$ cat config.mk
export PLATFORM = sky130hd
export DESIGN_NAME = irq_dist_regs
export DESIGN_NICKNAME = d
export VERILOG_FILES = /design/src/rtl/irq_dist_regs.sv
export SDC_FILE = /design/constraint.sdc
export NUM_CORES = 1
export LEC_CHECK = 0
export ABC_AREA = 1
export BUFFER_PORTS_ARGS = -buffer_cell sky130_fd_sc_hd__buf_2
export CAP_MARGIN = 40
export CORE_AREA = 8 8 353 355
export DETAILED_ROUTE_END_ITERATION = 10
export DIE_AREA = 0 0 361 363
export PLACE_DENSITY = 0.49
export SKIP_LAST_GASP = 1
export SYNTH_ARGS = -nofsm -noshare
export SYNTH_HDL_FRONTEND = slang
export SYNTH_SLANG_ARGS = --single-unit
$ cat constraint.sdc
create_clock -name clk -period 2.7 [get_ports clk]
set_input_delay 0.54 -clock clk [delete_from_list [all_inputs] [get_ports clk]]
set_output_delay 0.54 -clock clk [all_outputs]
set_load 0.01 [all_outputs]
$ cat src/rtl/irq_dist_regs.sv
module irq_dist_regs #(
  parameter int unsigned NUM_SPI     = 32,
  parameter int unsigned ID_BITS     = 10,
  parameter bit          HAS_LPI_SVC = 1'b0,
  parameter logic [31:0] IIDR_VALUE  = 32'h0200_043B
) (
  input  logic                    clk,
  input  logic                    rst_n,
  input  logic                    req_valid,
  input  logic                    req_write,
  input  logic                    req_wide,
  input  logic [15:0]             req_addr,
  input  logic [63:0]             req_wdata,
  output logic [63:0]             rsp_rdata,
  output logic                    wake_pulse,
  output logic [NUM_SPI*24-1:0]   route_aff
);

  localparam int unsigned NPRIV   = 32;
  localparam int unsigned TOTAL   = NUM_SPI + NPRIV;
  localparam logic [10:0] TOTAL_W = 11'(TOTAL);
  localparam int EN_BIT  = 1;
  localparam int ARE_BIT = 4;
  localparam int DS_BIT  = 6;
  localparam int LPI_BIT = 17;
  localparam int IDB_LSB = 19;

  logic        en_q;
  logic        wake_q;
  logic [63:0] rdata_q;
  logic [23:0] aff_q [NUM_SPI];
  logic [NUM_SPI-1:0] slot_sel;
  logic [23:0] aff_rd;
  logic [63:0] rd_val;
  logic [31:0] type_word;
  logic [31:0] ctrl_word;

  wire is_rd    = req_valid & ~req_write;
  wire is_wr    = req_valid &  req_write;
  wire hit_ctrl = (req_addr[15:2] == 14'h0000);
  wire hit_type = (req_addr[15:2] == 14'h0001);
  wire hit_iid  = (req_addr[15:2] == 14'h0002);
  wire hit_id2  = (req_addr == 16'hFFE8);

  wire       rt_zone  = (req_addr[15:13] == 3'b011);
  wire [9:0] rt_idx   = req_addr[12:3];
  wire       rt_upper = req_addr[2];
  wire       rt_owned = rt_zone && (rt_idx >= 10'd32) && ({1'b0, rt_idx} < TOTAL_W);

  always_comb begin
    type_word = '0;
    type_word[4:0] = 5'(TOTAL / 32 - 1);
    type_word[IDB_LSB +: 5] = 5'(ID_BITS - 1);
    type_word[LPI_BIT] = HAS_LPI_SVC;
  end

  always_comb begin
    ctrl_word = '0;
    ctrl_word[EN_BIT]  = en_q;
    ctrl_word[ARE_BIT] = 1'b1;
    ctrl_word[DS_BIT]  = 1'b1;
  end

  genvar j;
  generate
    for (j = 0; j < NUM_SPI; j++) begin : g_slot
      assign slot_sel[j] = rt_owned && !rt_upper && (rt_idx == 10'(j + NPRIV));
      always_ff @(posedge clk) begin
        if (!rst_n)                   aff_q[j] <= '0;
        else if (is_wr && slot_sel[j]) aff_q[j] <= req_wdata[23:0];
      end
      assign route_aff[j*24 +: 24] = aff_q[j];
    end
  endgenerate

  always_comb begin
    aff_rd = '0;
    for (int k = 0; k < NUM_SPI; k++)
      if (slot_sel[k]) aff_rd = aff_rd | aff_q[k];
  end

  always_comb begin
    rd_val = '0;
    if (hit_ctrl)      rd_val[31:0] = ctrl_word;
    else if (hit_type) rd_val[31:0] = type_word;
    else if (hit_iid)  rd_val[31:0] = IIDR_VALUE;
    else if (hit_id2)  rd_val[7:0]  = 8'h3B;
    else               rd_val[23:0] = aff_rd;
    if (!req_wide) rd_val[63:32] = '0;
  end

  always_ff @(posedge clk) begin
    if (!rst_n) begin
      en_q    <= 1'b0;
      wake_q  <= 1'b0;
      rdata_q <= '0;
    end else begin
      rdata_q <= is_rd ? rd_val : 64'h0;
      wake_q  <= 1'b0;
      if (is_wr && hit_ctrl) begin
        en_q   <= req_wdata[EN_BIT];
        wake_q <= req_wdata[EN_BIT] & ~en_q;
      end
    end
  end

  assign rsp_rdata  = rdata_q;
  assign wake_pulse = wake_q;

  assert_wake_on_edge_R2: assert property (@(posedge clk) disable iff (!rst_n)
    wake_pulse |-> (en_q && !$past(en_q)));
  assert_wake_single_R2: assert property (@(posedge clk) disable iff (!rst_n)
    wake_pulse |=> !wake_pulse);
  assert_ctrl_fixed_bits_R1: assert property (@(posedge clk) disable iff (!rst_n)
    (is_rd && hit_ctrl) |=> (rsp_rdata[ARE_BIT] && rsp_rdata[DS_BIT] && rsp_rdata[EN_BIT] == $past(en_q)));
  assert_ro_write_ignored_R5: assert property (@(posedge clk) disable iff (!rst_n)
    (is_wr && (hit_type || hit_iid)) |=> ($stable(en_q) && $stable(route_aff)));
  assert_upper_word_wi_R7: assert property (@(posedge clk) disable iff (!rst_n)
    (is_wr && rt_zone && rt_upper) |=> $stable(route_aff));
  assert_private_wi_R8: assert property (@(posedge clk) disable iff (!rst_n)
    (is_wr && rt_zone && rt_idx < 10'd32) |=> $stable(route_aff));
  assert_narrow_read_R10: assert property (@(posedge clk) disable iff (!rst_n)
    (is_rd && !req_wide) |=> (rsp_rdata[63:32] == 32'h0));
  assert_idle_zero_R10: assert property (@(posedge clk) disable iff (!rst_n)
    !is_rd |=> (rsp_rdata == 64'h0));

endmodule

# After elaboration in Yosys (flattened, before gate mapping)
# Memory sizes are Yosys's and may differ from the RTL's.
# Cells that the tools add are included.
[word_totals]
ram_bits = 768
n_memories = 1
elab_cells = 358
ff_bits = 66
out_inout_bits = 833
input_bits = 85
[memory_table]
columns = ["name", "words", "word_bits", "rd", "rd_ports_with_merged_regs", "wr", "line_no", "source"]
rows = [
  ["aff_q", 32, 24, 32, 0, 32, "31", "logic [23:0] aff_q [NUM_SPI];"],
]
[classes]
bitwise_logic = 70
order_cmp = 2
n_eq_ne = 36
mux = 167
reduce_logical = 75
[ops]
columns = ["operator", "n"]
rows = [
  ["2-to-1 mux 24 bit", 65],
  ["bitwise OR 24 bit", 31],
  ["equality test 10 x 6 -> 1 bit (second input constant)", 32],
  ["2-to-1 mux 1 bit", 97],
  ["logical AND 1 bit", 68],
  ["2-to-1 mux 32 bit", 1],
  ["bitwise OR 1 bit", 32],
  ["2-to-1 mux 26 bit", 1],
  ["equality test 16 bit (second input constant)", 1],
  ["2-to-1 mux 16 bit", 1],
  ["equality test 14 x 1 -> 1 bit (second input constant)", 1],
  ["equality test 14 x 2 -> 1 bit (second input constant)", 1],
  ["logical NOT 14 bit", 1],
  [">= comparator 10 x 6 -> 1 bit (second input constant)", 1],
  ["less-than comparator 10 x 7 -> 1 bit (second input constant)", 1],
  ["2-to-1 mux 8 bit", 1],
  ["OR reduction 6 bit", 1],
  ["inverter 1 bit", 4],
  ["AND reduction 2 bit", 2],
  ["OR reduction 4 bit", 1],
  ["bitwise AND 1 bit", 3],
  ["equality test 3 x 2 -> 1 bit (second input constant)", 1],
  ["OR reduction 3 bit", 1],
  ["2-to-1 mux 2 bit", 1],
  ["logical NOT 1 bit", 1],
]

# Longest topological paths before layout
[depth]
word_depth = 72
ltp_mapped = 16
depth_no_buf = 14

# Worst setup path after synthesis
# No wires, ideal clock.
[synth_path]
kind = "in2reg"
start = "in req_addr[12]"
end = "mem aff_q[4][4] (netlist: aff_q[0][100]) (enable)"
setup_ns = 0.381
required_time_ns = 2.319
n_path_buf = 2
arrival_time_ns = 2.162
path_stages = 9
setup_slack_ns = 0.157
path_cell_list = "nor2_2 > nand3_2 > nor2_4 > nand2_4 > buf_6 > nor2_1 > buf_2 > nand2_1 > nand2_1"
[synth_rtl]
columns = ["element", "line_no", "source"]
rows = [
  ["start: declaration", "12", "input logic [15:0] req_addr,"],
  ["end: declaration", "31", ""],
]

==> impl_metrics.env <==
export IMPL_port_buffers=837
export IMPL_finalHoldViolations=0
export IMPL_worst_ep_required_time_ns=3.10
export IMPL_post_cts_buffers=0
export IMPL_syn_to_final_growth_pct=32.6
export IMPL_start_util_pct=29.7
export IMPL_place_congestion=0.945
export IMPL_wl_um=229000
export IMPL_fin_skew_ns=0.0186
export IMPL_crit_path_end_kind="flip-flop"
export IMPL_viasPerCell=5.24
export IMPL_synth_top_area_share_pct=65.2
export IMPL_firstDrtPassIters=6
export IMPL_grt_pass1_wl_um=294000
export IMPL_ys_seq_area_share_pct=66.8
export IMPL_rsz0062_at_grt="false"
export IMPL_cp_arrival_ns=2.68
export IMPL_clock_path_buffers=3
export IMPL_netlist_area_um2=35400
export IMPL_critical_path_startpoint_type="input pin"
export IMPL_hp_class="input pin to flip-flop"
export IMPL_crit_fanout=14
export IMPL_ys_top_cells_by_area="edfxtp_1 (65%), nand2_1 (12%), nor2_1 (11%), nand3_1 (2.3%), dfxtp_1 (1.5%)"
export IMPL_vdd_drop_max_v=0.000460
export IMPL_antenna_found_initial=8
export IMPL_grt_pass1_vias=31300
export IMPL_clock_latency_ns=0.70
export IMPL_htree_levels=3
export IMPL_synth_cells=3621
export IMPL_slew_headroom_pct=51.3
export IMPL_ios=918
export IMPL_worstMarginPinSlew_ns=0.728
export IMPL_layout_nets=4716
export IMPL_fill_cells=12100
export IMPL_core_area_um2=119000
export IMPL_synth_top_area_cell="edfxtp_1"
export IMPL_vias=32800
export IMPL_min_delay_start="req_wdata[1]"
export IMPL_overflow=0
export IMPL_avgRoutedWirePerCell_um=36.6
export IMPL_synth_seq_cells=795
export IMPL_cts_root_buffer="clkbuf_16"
export IMPL_grt_max_degree=50
export IMPL_tritoncts="done"
export IMPL_crit_path_start="req_addr[6]"
export IMPL_use_met3_pct=9.99
export IMPL_post_synth_cell_area_avg_um2=9.76
export IMPL_pre_cts_slack_ns=-0.252
export IMPL_cts_clk_slew_worst_paths_ns=0.06
export IMPL_fmax_ghz=0.437
export IMPL_cts_buffers=95
export IMPL_postCtsResizedCells=0
export IMPL_finalMaxSlewViolations=0
export IMPL_ant_nets=0
export IMPL_regToRegStartpoint="aff_q[0][54]"
export IMPL_ys_types=26
export IMPL_fin_crit_ns=2.29
export IMPL_maxCapViolations=0
export IMPL_drc=0
export IMPL_totalNegativeSetupSlack_ns=0
export IMPL_busiest_layer="met2"
export IMPL_status="complete, no violations"
export IMPL_fin_crit_sh_pct=84.8
export IMPL_dieWidth_um=361
export IMPL_hold_buffers=0
export IMPL_drive_gt1_share_pct=29.2
export IMPL_finalPower_mw=29.6
export IMPL_grt_usage_pct=33.3
export IMPL_rows=127
export IMPL_cts_sinks=795
export IMPL_dieHeight_um=363
export IMPL_grtUsageMet2_pct=56.9
export IMPL_drtIter0Drc=3973
export IMPL_met1_usage_pct=37.2
export IMPL_setup_viol=0
export IMPL_fp_dieArea_um2=131000
export IMPL_setup_ws_ns=0.411
export IMPL_p_leak_nw=21.1
export IMPL_powerDensity_nw_per_um2=632
export IMPL_yosysWarningCount=0
export IMPL_critPathKind="input pin to flip-flop"
export IMPL_hpwl_um=174000
## worst paths after layout
kind                                endpoint  slack, ns  cells after the start
worst max-delay path            aff_q[1][60]       0.41                     10
worst min-delay path                    en_q       0.27                      3
worst max register to register  rsp_rdata[6]       0.81                      8
worst min register to register  rsp_rdata[1]       0.49                      2
## cells in the mapped netlist
| cell type | instances |
|---|---|
| conb_1 | 1 |
| buf_1 | 10 |
| o21ai_0 | 1 |
| or2_2 | 1 |
| dfxtp_1 | 27 |
| nor3_2 | 2 |
| nand2_1 | 1137 |
| buf_4 | 55 |
| nand4_1 | 60 |
| inv_2 | 7 |
| nor3_1 | 4 |
| nor2_4 | 2 |
| nor4_1 | 3 |
| nand2_2 | 2 |
| nand3_2 | 26 |
| nor2_2 | 7 |
| nor2_1 | 1041 |
| clkbuf_1 | 123 |
| a21oi_1 | 16 |
| inv_1 | 60 |
| buf_2 | 92 |
| nand3_1 | 161 |
| nand2_4 | 1 |
| buf_6 | 2 |
| edfxtp_1 | 768 |
| nor2_8 | 12 |
## layout make-up
type | count | area, um2 | share of cell area [%]
clock buffers | 126 | 2540 | 5.43
clock inverters | 47 | 388 | 0.827
diodes | 1 | 2.50 | 0.00534
well taps | 1548 | 1940 | 4.13
repair buffers | 1157 | 7800 | 16.6
flip-flops and latches | 795 | 23600 | 50.3
inverters | 67 | 251 | 0.536
multi-input cells | 2515 | 10400 | 22.1
## registers in the layout, summed over array words and instances (netlist names)
name	flops
rsp_rdata	25
en_q	1
aff_q	768
wake_pulse	1
## through the flow
step	instance area, um2	cells	hold WS (ns)	util, %
after floorplan	35500	3659	0.416	-
after global placement	43900	6082	0.461	36.9
after detailed placement	43900	6082	0.480	36.9
after CTS	46900	6255	0.221	39.4
after global routing	46900	6255	0.249	39.4
final	46900	6256	0.265	39.4
## layer usage
| layer | share of wire, % | wire length (um) | up-vias |
|---|---|---|---|
| li1 | - | - | 13800 |
| met1 | 35 | 79500 | 16400 |
| met2 | 48 | 110000 | 2218 |
| met3 | 11 | 24100 | 391 |
| met4 | 6.6 | 15100 | 4 |
| met5 | 0.011 | 26 | - |
## placed cells by master, fill, tap and decap left out, drive strengths merged
cell / n
clkbuf: 126
edfxtp: 768
clkinv: 33
dfxtp: 27
clkinvlp: 3
conb: 39
nor3: 6
a21oi: 16
nand3: 187
nand4: 60
nor4: 3
nor2: 1062
bufinv: 4
or2: 1
nand2: 1140
diode: 1
buf: 1157
inv: 74
o21ai: 1
## power breakdown
group / switching, mW / leakage (nW) / total [mW] / internal, mW
Clock: 5.55 / 1.42 / 12.6 / 7.01
Sequential: 0.534 / 7.50 / 14.6 / 14.1
Combinational: 1.77 / 12.1 / 2.41 / 0.638
## worst max-delay path, stage by stage
cell and delay [ns]:
buf_2 0.11, inv_1 0.12, nand2_1 0.16, nor2_1 0.46
inv_2 0.14, nor2_4 0.28, buf_4 0.32, nand2_1 0.13
nand2_2 0.16, buf_12 0.22
## cells by family (layout without fill, tap and decap cells)
kind of cell | after synthesis | in the layout | share of synthesized area, %
other | 1 | 40 | 0.0106
AND/OR/NAND/NOR | 2459 | 2459 | 28.3
AO/OA/AOI/OAI | 17 | 17 | 0.241
buffers and inverters | 349 | 1397 | 4.66
flip-flops | 795 | 795 | 66.8
Power figures use the tool's default switching activity.
